--- src/rtl/pcc_pkg.sv ---
package pcc_pkg;

  localparam int MODE_BITS = 3;

  typedef enum logic [MODE_BITS-1:0] {
    M_TC       = 3'd0,
    M_ONESHOT  = 3'd1,
    M_RATE     = 3'd2,
    M_SQUARE   = 3'd3,
    M_SWSTROBE = 3'd4,
    M_HWSTROBE = 3'd5
  } mode_e;

  // Bit 2 is a don't-care for the two periodic modes.
  function automatic mode_e decode_mode(input logic [MODE_BITS-1:0] code);
    mode_e m;
    if (code[1:0] == 2'b10) begin
      m = M_RATE;
    end else if (code[1:0] == 2'b11) begin
      m = M_SQUARE;
    end else begin
      case (code)
        3'd1:    m = M_ONESHOT;
        3'd4:    m = M_SWSTROBE;
        3'd5:    m = M_HWSTROBE;
        default: m = M_TC;
      endcase
    end
    return m;
  endfunction

endpackage

--- src/rtl/pcc_gate_edge.sv ---
module pcc_gate_edge (
  input  logic clk,
  input  logic rst,
  input  logic gate,
  output logic rise
);

  logic gate_q;

  always_ff @(posedge clk) begin
    if (rst) gate_q <= 1'b0;
    else     gate_q <= gate;
  end

  // High at an edge where gate is 1 and it was 0 at the previous edge.
  assign rise = gate & ~gate_q;

endmodule

--- src/rtl/pcc_ctrl.sv ---
module pcc_ctrl
  import pcc_pkg::*;
#(
  parameter int COUNT_W = 16
) (
  input  logic                 clk,
  input  logic                 rst,
  input  logic                 mode_wr,
  input  logic [MODE_BITS-1:0] mode_sel,
  input  logic                 count_wr,
  input  logic [COUNT_W-1:0]   count_in,
  input  logic                 running,
  input  logic                 gate_rise,
  output mode_e                mode_q,
  output logic [COUNT_W-1:0]   preset_q,
  output logic                 load_now,
  output logic                 trig,
  output logic                 flush,
  output logic                 flush_low
);

  logic pend_q;
  logic armed_q;

  always_ff @(posedge clk) begin
    if (rst) begin
      mode_q   <= M_TC;
      preset_q <= '0;
      pend_q   <= 1'b0;
      armed_q  <= 1'b0;
    end else begin
      pend_q <= 1'b0;
      if (mode_wr) begin
        mode_q  <= decode_mode(mode_sel);
        armed_q <= 1'b0;
      end else if (count_wr) begin
        preset_q <= count_in;
        case (mode_q)
          M_ONESHOT, M_HWSTROBE: armed_q <= 1'b1;
          M_RATE, M_SQUARE:      pend_q  <= ~running;
          default:               pend_q  <= 1'b1;
        endcase
      end
    end
  end

  assign load_now  = pend_q;
  assign trig      = armed_q & gate_rise;
  assign flush     = mode_wr;
  assign flush_low = (decode_mode(mode_sel) == M_TC);

  a_r2_alias_rate: assert property (@(posedge clk) disable iff (rst)
    (mode_wr && mode_sel[1:0] == 2'b10) |=> (mode_q == M_RATE));

  a_r2_alias_square: assert property (@(posedge clk) disable iff (rst)
    (mode_wr && mode_sel[1:0] == 2'b11) |=> (mode_q == M_SQUARE));

  a_r13_count_dropped: assert property (@(posedge clk) disable iff (rst)
    (mode_wr && count_wr) |=> $stable(preset_q));

endmodule

--- src/rtl/pcc_core.sv ---
module pcc_core
  import pcc_pkg::*;
#(
  parameter int COUNT_W = 16
) (
  input  logic               clk,
  input  logic               rst,
  input  mode_e              mode,
  input  logic [COUNT_W-1:0] preset,
  input  logic               load_now,
  input  logic               trig,
  input  logic               flush,
  input  logic               flush_low,
  input  logic               gate,
  output logic [COUNT_W-1:0] cnt_o,
  output logic               out_o,
  output logic               running
);

  localparam logic [COUNT_W-1:0] ONE  = COUNT_W'(1);
  localparam logic [COUNT_W-1:0] TWO  = COUNT_W'(2);
  localparam logic [COUNT_W:0]   FULL = {1'b1, {COUNT_W{1'b0}}};

  logic [COUNT_W-1:0] cnt_q;
  logic [COUNT_W:0]   half_q;
  logic               out_q;
  logic               active_q;

  logic [COUNT_W-1:0] dec;
  logic [COUNT_W:0]   eff;
  logic               gated_mode;
  logic               strobe_mode;
  logic               step;

  assign dec         = cnt_q - ONE;
  assign eff         = (preset == '0) ? FULL : {1'b0, preset};
  assign gated_mode  = mode inside {M_TC, M_RATE, M_SQUARE, M_SWSTROBE};
  assign strobe_mode = mode inside {M_SWSTROBE, M_HWSTROBE};
  assign step        = active_q && (gate || !gated_mode);

  always_ff @(posedge clk) begin
    if (rst) begin
      cnt_q    <= '0;
      half_q   <= '0;
      out_q    <= 1'b1;
      active_q <= 1'b0;
    end else if (flush) begin
      active_q <= 1'b0;
      out_q    <= ~flush_low;
    end else begin
      if (strobe_mode && !out_q) out_q <= 1'b1;
      if (load_now || trig) begin
        cnt_q    <= preset;
        half_q   <= eff >> 1;
        active_q <= 1'b1;
        out_q    <= !(mode == M_TC || mode == M_ONESHOT);
      end else if (step) begin
        case (mode)
          M_TC: begin
            cnt_q <= dec;
            if (cnt_q == ONE) out_q <= 1'b1;
          end
          M_ONESHOT: begin
            cnt_q <= dec;
            if (cnt_q == ONE) begin
              out_q    <= 1'b1;
              active_q <= 1'b0;
            end
          end
          M_RATE: begin
            if (cnt_q == ONE) begin
              cnt_q <= preset;
              out_q <= 1'b1;
            end else begin
              cnt_q <= dec;
              if (cnt_q == TWO) out_q <= 1'b0;
            end
          end
          M_SQUARE: begin
            if (cnt_q == ONE) begin
              cnt_q  <= preset;
              half_q <= eff >> 1;
              out_q  <= 1'b1;
            end else begin
              cnt_q <= dec;
              if ({1'b0, dec} == half_q) out_q <= 1'b0;
            end
          end
          M_SWSTROBE, M_HWSTROBE: begin
            cnt_q <= dec;
            if (cnt_q == ONE) begin
              out_q    <= 1'b0;
              active_q <= 1'b0;
            end
          end
          default: ;
        endcase
      end
    end
  end

  assign cnt_o   = cnt_q;
  assign out_o   = out_q;
  assign running = active_q;

  // a low gate freezes the count in the gated modes
  a_r4_gate_hold: assert property (@(posedge clk) disable iff (rst)
    (active_q && !gate && gated_mode && !flush && !load_now) |=> $stable(cnt_q));

  // a trigger in one-shot mode starts the low pulse on the next edge
  a_r5_trigger_low: assert property (@(posedge clk) disable iff (rst)
    (trig && mode == M_ONESHOT && !flush) |=> !out_q);

  // leaving a count of 1 in rate mode reloads the preset
  a_r7_rate_reload: assert property (@(posedge clk) disable iff (rst)
    (mode == M_RATE && active_q && gate && cnt_q == ONE && !flush && !load_now)
      |=> (cnt_q == $past(preset)));

  // a strobe low lasts one clock
  a_r9_strobe_one_clk: assert property (@(posedge clk) disable iff (rst)
    (strobe_mode && !out_q && !flush) |=> out_q);

endmodule

--- src/rtl/prog_count_channel.sv ---
module prog_count_channel
  import pcc_pkg::*;
#(
  parameter int COUNT_W = 16
) (
  input  logic                 clk,
  input  logic                 rst,
  input  logic                 gate,
  input  logic                 mode_wr,
  input  logic [MODE_BITS-1:0] mode_sel,
  input  logic                 count_wr,
  input  logic [COUNT_W-1:0]   count_in,
  output logic                 out,
  output logic [COUNT_W-1:0]   count_now
);

  mode_e              mode_q;
  logic [COUNT_W-1:0] preset_q;
  logic               load_now;
  logic               trig;
  logic               flush;
  logic               flush_low;
  logic               gate_rise;
  logic               running;

  pcc_gate_edge u_edge (
    .clk  (clk),
    .rst  (rst),
    .gate (gate),
    .rise (gate_rise)
  );

  pcc_ctrl #(.COUNT_W(COUNT_W)) u_ctrl (
    .clk       (clk),
    .rst       (rst),
    .mode_wr   (mode_wr),
    .mode_sel  (mode_sel),
    .count_wr  (count_wr),
    .count_in  (count_in),
    .running   (running),
    .gate_rise (gate_rise),
    .mode_q    (mode_q),
    .preset_q  (preset_q),
    .load_now  (load_now),
    .trig      (trig),
    .flush     (flush),
    .flush_low (flush_low)
  );

  pcc_core #(.COUNT_W(COUNT_W)) u_core (
    .clk       (clk),
    .rst       (rst),
    .mode      (mode_q),
    .preset    (preset_q),
    .load_now  (load_now),
    .trig      (trig),
    .flush     (flush),
    .flush_low (flush_low),
    .gate      (gate),
    .cnt_o     (count_now),
    .out_o     (out),
    .running   (running)
  );

endmodule

--- config.mk ---
export PLATFORM = sky130hd
export DESIGN_NAME = prog_count_channel
export DESIGN_NICKNAME = d
export VERILOG_FILES = /design/src/rtl/pcc_pkg.sv /design/src/rtl/pcc_gate_edge.sv /design/src/rtl/pcc_ctrl.sv /design/src/rtl/pcc_core.sv /design/src/rtl/prog_count_channel.sv
export SDC_FILE = /design/constraint.sdc
export NUM_CORES = 1
export LEC_CHECK = 0
export BUFFER_PORTS_ARGS = -buffer_cell sky130_fd_sc_hd__buf_2
export CORE_AREA = 2 2 107 88
export CTS_CLUSTER_DIAMETER = 150
export DETAILED_ROUTE_END_ITERATION = 8
export DIE_AREA = 0 0 109 90
export HOLD_SLACK_MARGIN = 0.05
export PLACE_DENSITY = 0.69
export RECOVER_POWER = 100
export SLEW_MARGIN = 40
export SYNTH_ARGS = -nofsm -noshare
export SYNTH_HDL_FRONTEND = slang
export SYNTH_HIERARCHICAL = 1
export SYNTH_SLANG_ARGS = --single-unit
export TNS_END_PERCENT = 1
--- constraint.sdc ---
create_clock -name clk -period 4.8 [get_ports clk]
set_input_delay 0.24 -clock clk [delete_from_list [all_inputs] [get_ports clk]]
set_output_delay 0.24 -clock clk [all_outputs]
set_load 0.03 [all_outputs]
==> impl_results.md <==
* GR Overflow Total at 0
* Initial antenna violation count at 0
* Slowest CP cell: clkbuf_1
* CP Class: register to register
* Total Wirelength at approximately 8.5 mm
* Top-area cell type share of the netlist area at 0.330
* CP Capture Type: register
* Req. time, crit path at 4.91 ns
* MaxCap Viol Count at 1
* Setup ws final at 1.43 ns
* R2R Path Start: u_core/cnt_o[8]
* Post-synthesis register bit count at between 50 and 60
* WHS Endpoint: u_ctrl/preset_q[12]
* Fin. max-slew vios at 57
* Slew @ Worst Pin at approximately 2.9 ns
* Minimum clock period at 3.37 ns
* Asr flop ratio synth at 0
* Reg2Reg Setup Slack at between 1 and 1.5 ns
* Pre-CTS setup slack at 2.16 ns
* YS warnings at 6
* Die height at ~90 um
* Static Leak at 0.00122 uW
* Slew headroom at -0.924
* Top post-synthesis cells by area: dfxtp_1 33%, mux2i_1 5.6%, xnor2_1 4.4%
* Layout fillers at between 800 and 900
* Largest net degree at the start of global routing at 57
* Predominant post-synthesis flop cell: dfxtp_1
* Final RePlAce weighted congestion at 0.996
* Hold buffers post-CTS at 0
* Area taken by multi-input logic gates at 2020 um2
* Initial DRC Count at ~310
* Area Growth Syn to Fin at 5.67%
* Crit path launch type: register
* DIE WIDTH at 109 um
* Hold path startpoint: count_in[12]
* Status: finished, violations left
* Post-DP HPWL at around 6.1 mm
* Achievable Freq at a little under 300 MHz
* # DRC at 0
* Synth cell types at 70
* Worst Reg-to-Reg Cells at 7
* Layout cells sized above 1 at 0.158
* Seq/Total Area, Yosys at 0.330
* Clk sinks at between 50 and 60
* Largest area contributor in the netlist: dfxtp_1
* Vias in the first global route at around 2800
* Core Region at 8800 um2
* Max clock buf depth at 2
* Resize count post-CTS at 0
* Row count at 31
* Routed Antenna Nets at 0
* Setup Total Neg Slack at 0 ns
* Failing checks: capacitance limit, slew limit
* Clk root buf: clkbuf_8
* DR WL/cell at around 16 um
* Number of synthesized flops with an enable pin at 0
* Final nets at ~440
* All-Layer GR Usage at 0.179
* Port buffer count at 40
* Hold crit path type: primary input to register
* Maximum vdd ir drop at between 0.1 and 0.15 mV
* Post-CTS setup buffers at 0
* Via density at between 5 and 6
* R2R Path End: u_core/cnt_o[3]
* Cells after synthesis at approximately 390
* RSZ-0062 raised after global routing: no
* Syn Nets at approximately 420
* Clock-pin slew on the worst setup and hold paths at about 0.11 ns
* First-pass DRT Iterations at 5
* Ant diodes at 0
* Cell Chain, Critical Path: nor4_1 -> nand3b_1 -> o31ai_1 -> clkbuf_1 -> o21ai_0 -> a22oi_1 -> nor2_1
* Final setup violation count at 0
* Clk_skew at roughly 0.010 ns
* Die area at 9810 um2
* Synthesized area at 3400 um2
* Initial core utilization at 0.386
* Register area at between 1000 and 1500 um2
* CTS tree: done
* Num CTS Buffers at 5
* Crit-path max cell delay at around 0.72 ns
* H-tree depth at 2
* PD cells at between 200 and 300 nW/um2
* Worst Hold Depth at 3
* Max Fanout on Critical Path at 21
* Syn_area_per_cell at slightly below 9 um2
* Clk Latency, worst-skew pair at around 0.32 ns
* First-pass GRT wire length at between 10 and 15 mm
* Vias at 2957
* Ports at ~40
* Final period utilization at 0.701
* Final Hold Viols at 0
* WP data arrival at ~3.5 ns
==> Yosys cell counts, drive strengths merged, types with 3 or more instances <==
cell	number
a211oi	4
a21oi	34
a22oi	7
and2	7
and4	3
buf	17
clkbuf	7
dfxtp	56
ha	3
inv	7
mux2	7
mux2i	19
nand2	44
nand2b	4
nand3	6
nand3b	3
nand4	4
nor2	40
nor2b	8
nor3	11
nor4	14
o21ai	26
or4	4
xnor2	17
xor2	6
==> through the flow <==
stage          area, um2  std cells  total power (uW)  utilization  hold WS, ns
3_5_place_dp        3570        524               782        0.406        0.489
5_1_grt             3590        532              1090        0.408        0.151
6_report            3590        532              1040        0.408        0.150
4_1_cts             3660        532              1050        0.416        0.145
2_1_floorplan       3400        392               725            -        0.304
3_3_place_gp        3560        524               779        0.404        0.481
==> worst max-delay path by stage <==
stage | from | to | depth (start not counted) | slack [ns]
2_1_floorplan | u_core/cnt_o[0] | u_core/out_o | 8 | 2.40
3_3_place_gp | gate | u_core/cnt_o[12] | 8 | 2.23
3_5_place_dp | gate | u_core/cnt_o[4] | 8 | 2.16
4_1_cts | u_core/cnt_o[8] | u_core/half_q[11] | 6 | 2.15
5_1_grt | u_core/cnt_o[8] | u_core/cnt_o[3] | 7 | 1.11
6_report | u_core/cnt_o[8] | u_core/cnt_o[3] | 7 | 1.43
==> critical path: cells and delay by family (launching register included) <==
family | cells | cell delay [ns]
compound gates | 3 | 0.98
buf+inv | 1 | 0.72
simple gates | 3 | 1.03
flops | 1 | 0.42
==> state kept, by name, indices dropped and copies added, names as in the netlist <==
register,count
u_core/cnt_o,16
u_ctrl/mode_q,3
u_core/running,1
u_edge/gate_q,1
u_core/out_o,1
u_core/half_q,16
u_ctrl/armed_q,1
u_ctrl/load_now,1
u_ctrl/preset_q,16
==> cell families (layout without fill, tap and decap cells) <==
group | Yosys count | after routing | synth area share
simple gates | 159 | 159 | 0.273
compound gates | 93 | 93 | 0.180
flops | 56 | 56 | 0.330
buf+inv | 32 | 57 | 0.0670
mux | 26 | 26 | 0.0791
xor+xnor | 23 | 23 | 0.0593
fa+ha+maj | 3 | 3 | 0.0110
==> final cells by class <==
type                       instances  share of cell area
timing repair buffer              42              0.0519
tap                              115              0.0401
clock inverter                     3             0.00592
inverter                           7             0.00731
clock buffer                       5              0.0192
multi-input combinational        304               0.564
sequential                        56               0.312
==> power by group <==
part	leakage, uW	total (uW)	switching, uW	internal, uW
logic	0.000724	258	155	103
registers	0.000455	511	30.0	481
clock network	0.0000445	272	168	104
total	0.00122	1040	354	688
==> layout by cell type (no fill, tap or decap), drive strengths merged, types with 2 or more instances in the layout <==
cell and count:
o21ai 26, a2bb2oi 2, clkbuf 24, buf 23, and4 3, xnor2 17
dfxtp 56, nand3b 3, mux2 7, inv 8, ha 3, a22oi 7
and3 2, nor3b 2, nor2 40, a21oi 34, nand2 44, nand4 4
o22ai 2, nor4 14, or4 4, nand2b 4, a31oi 2, o31ai 2
xor2 6, and2 7, mux2i 19, a21boi 2, nor3 11, nor2b 8
and3b 2, a211oi 4, nand3 6
==> per-layer routing <==
layer	vias up	track usage	wire, um
li1	1445	-	-
met1	1396	0.271	4210
met2	99	0.259	3670
met3	17	0.0276	519
met4	0	0.0502	123
met5	-	0	0
No activity file was read; power rests on OpenSTA's default activity.
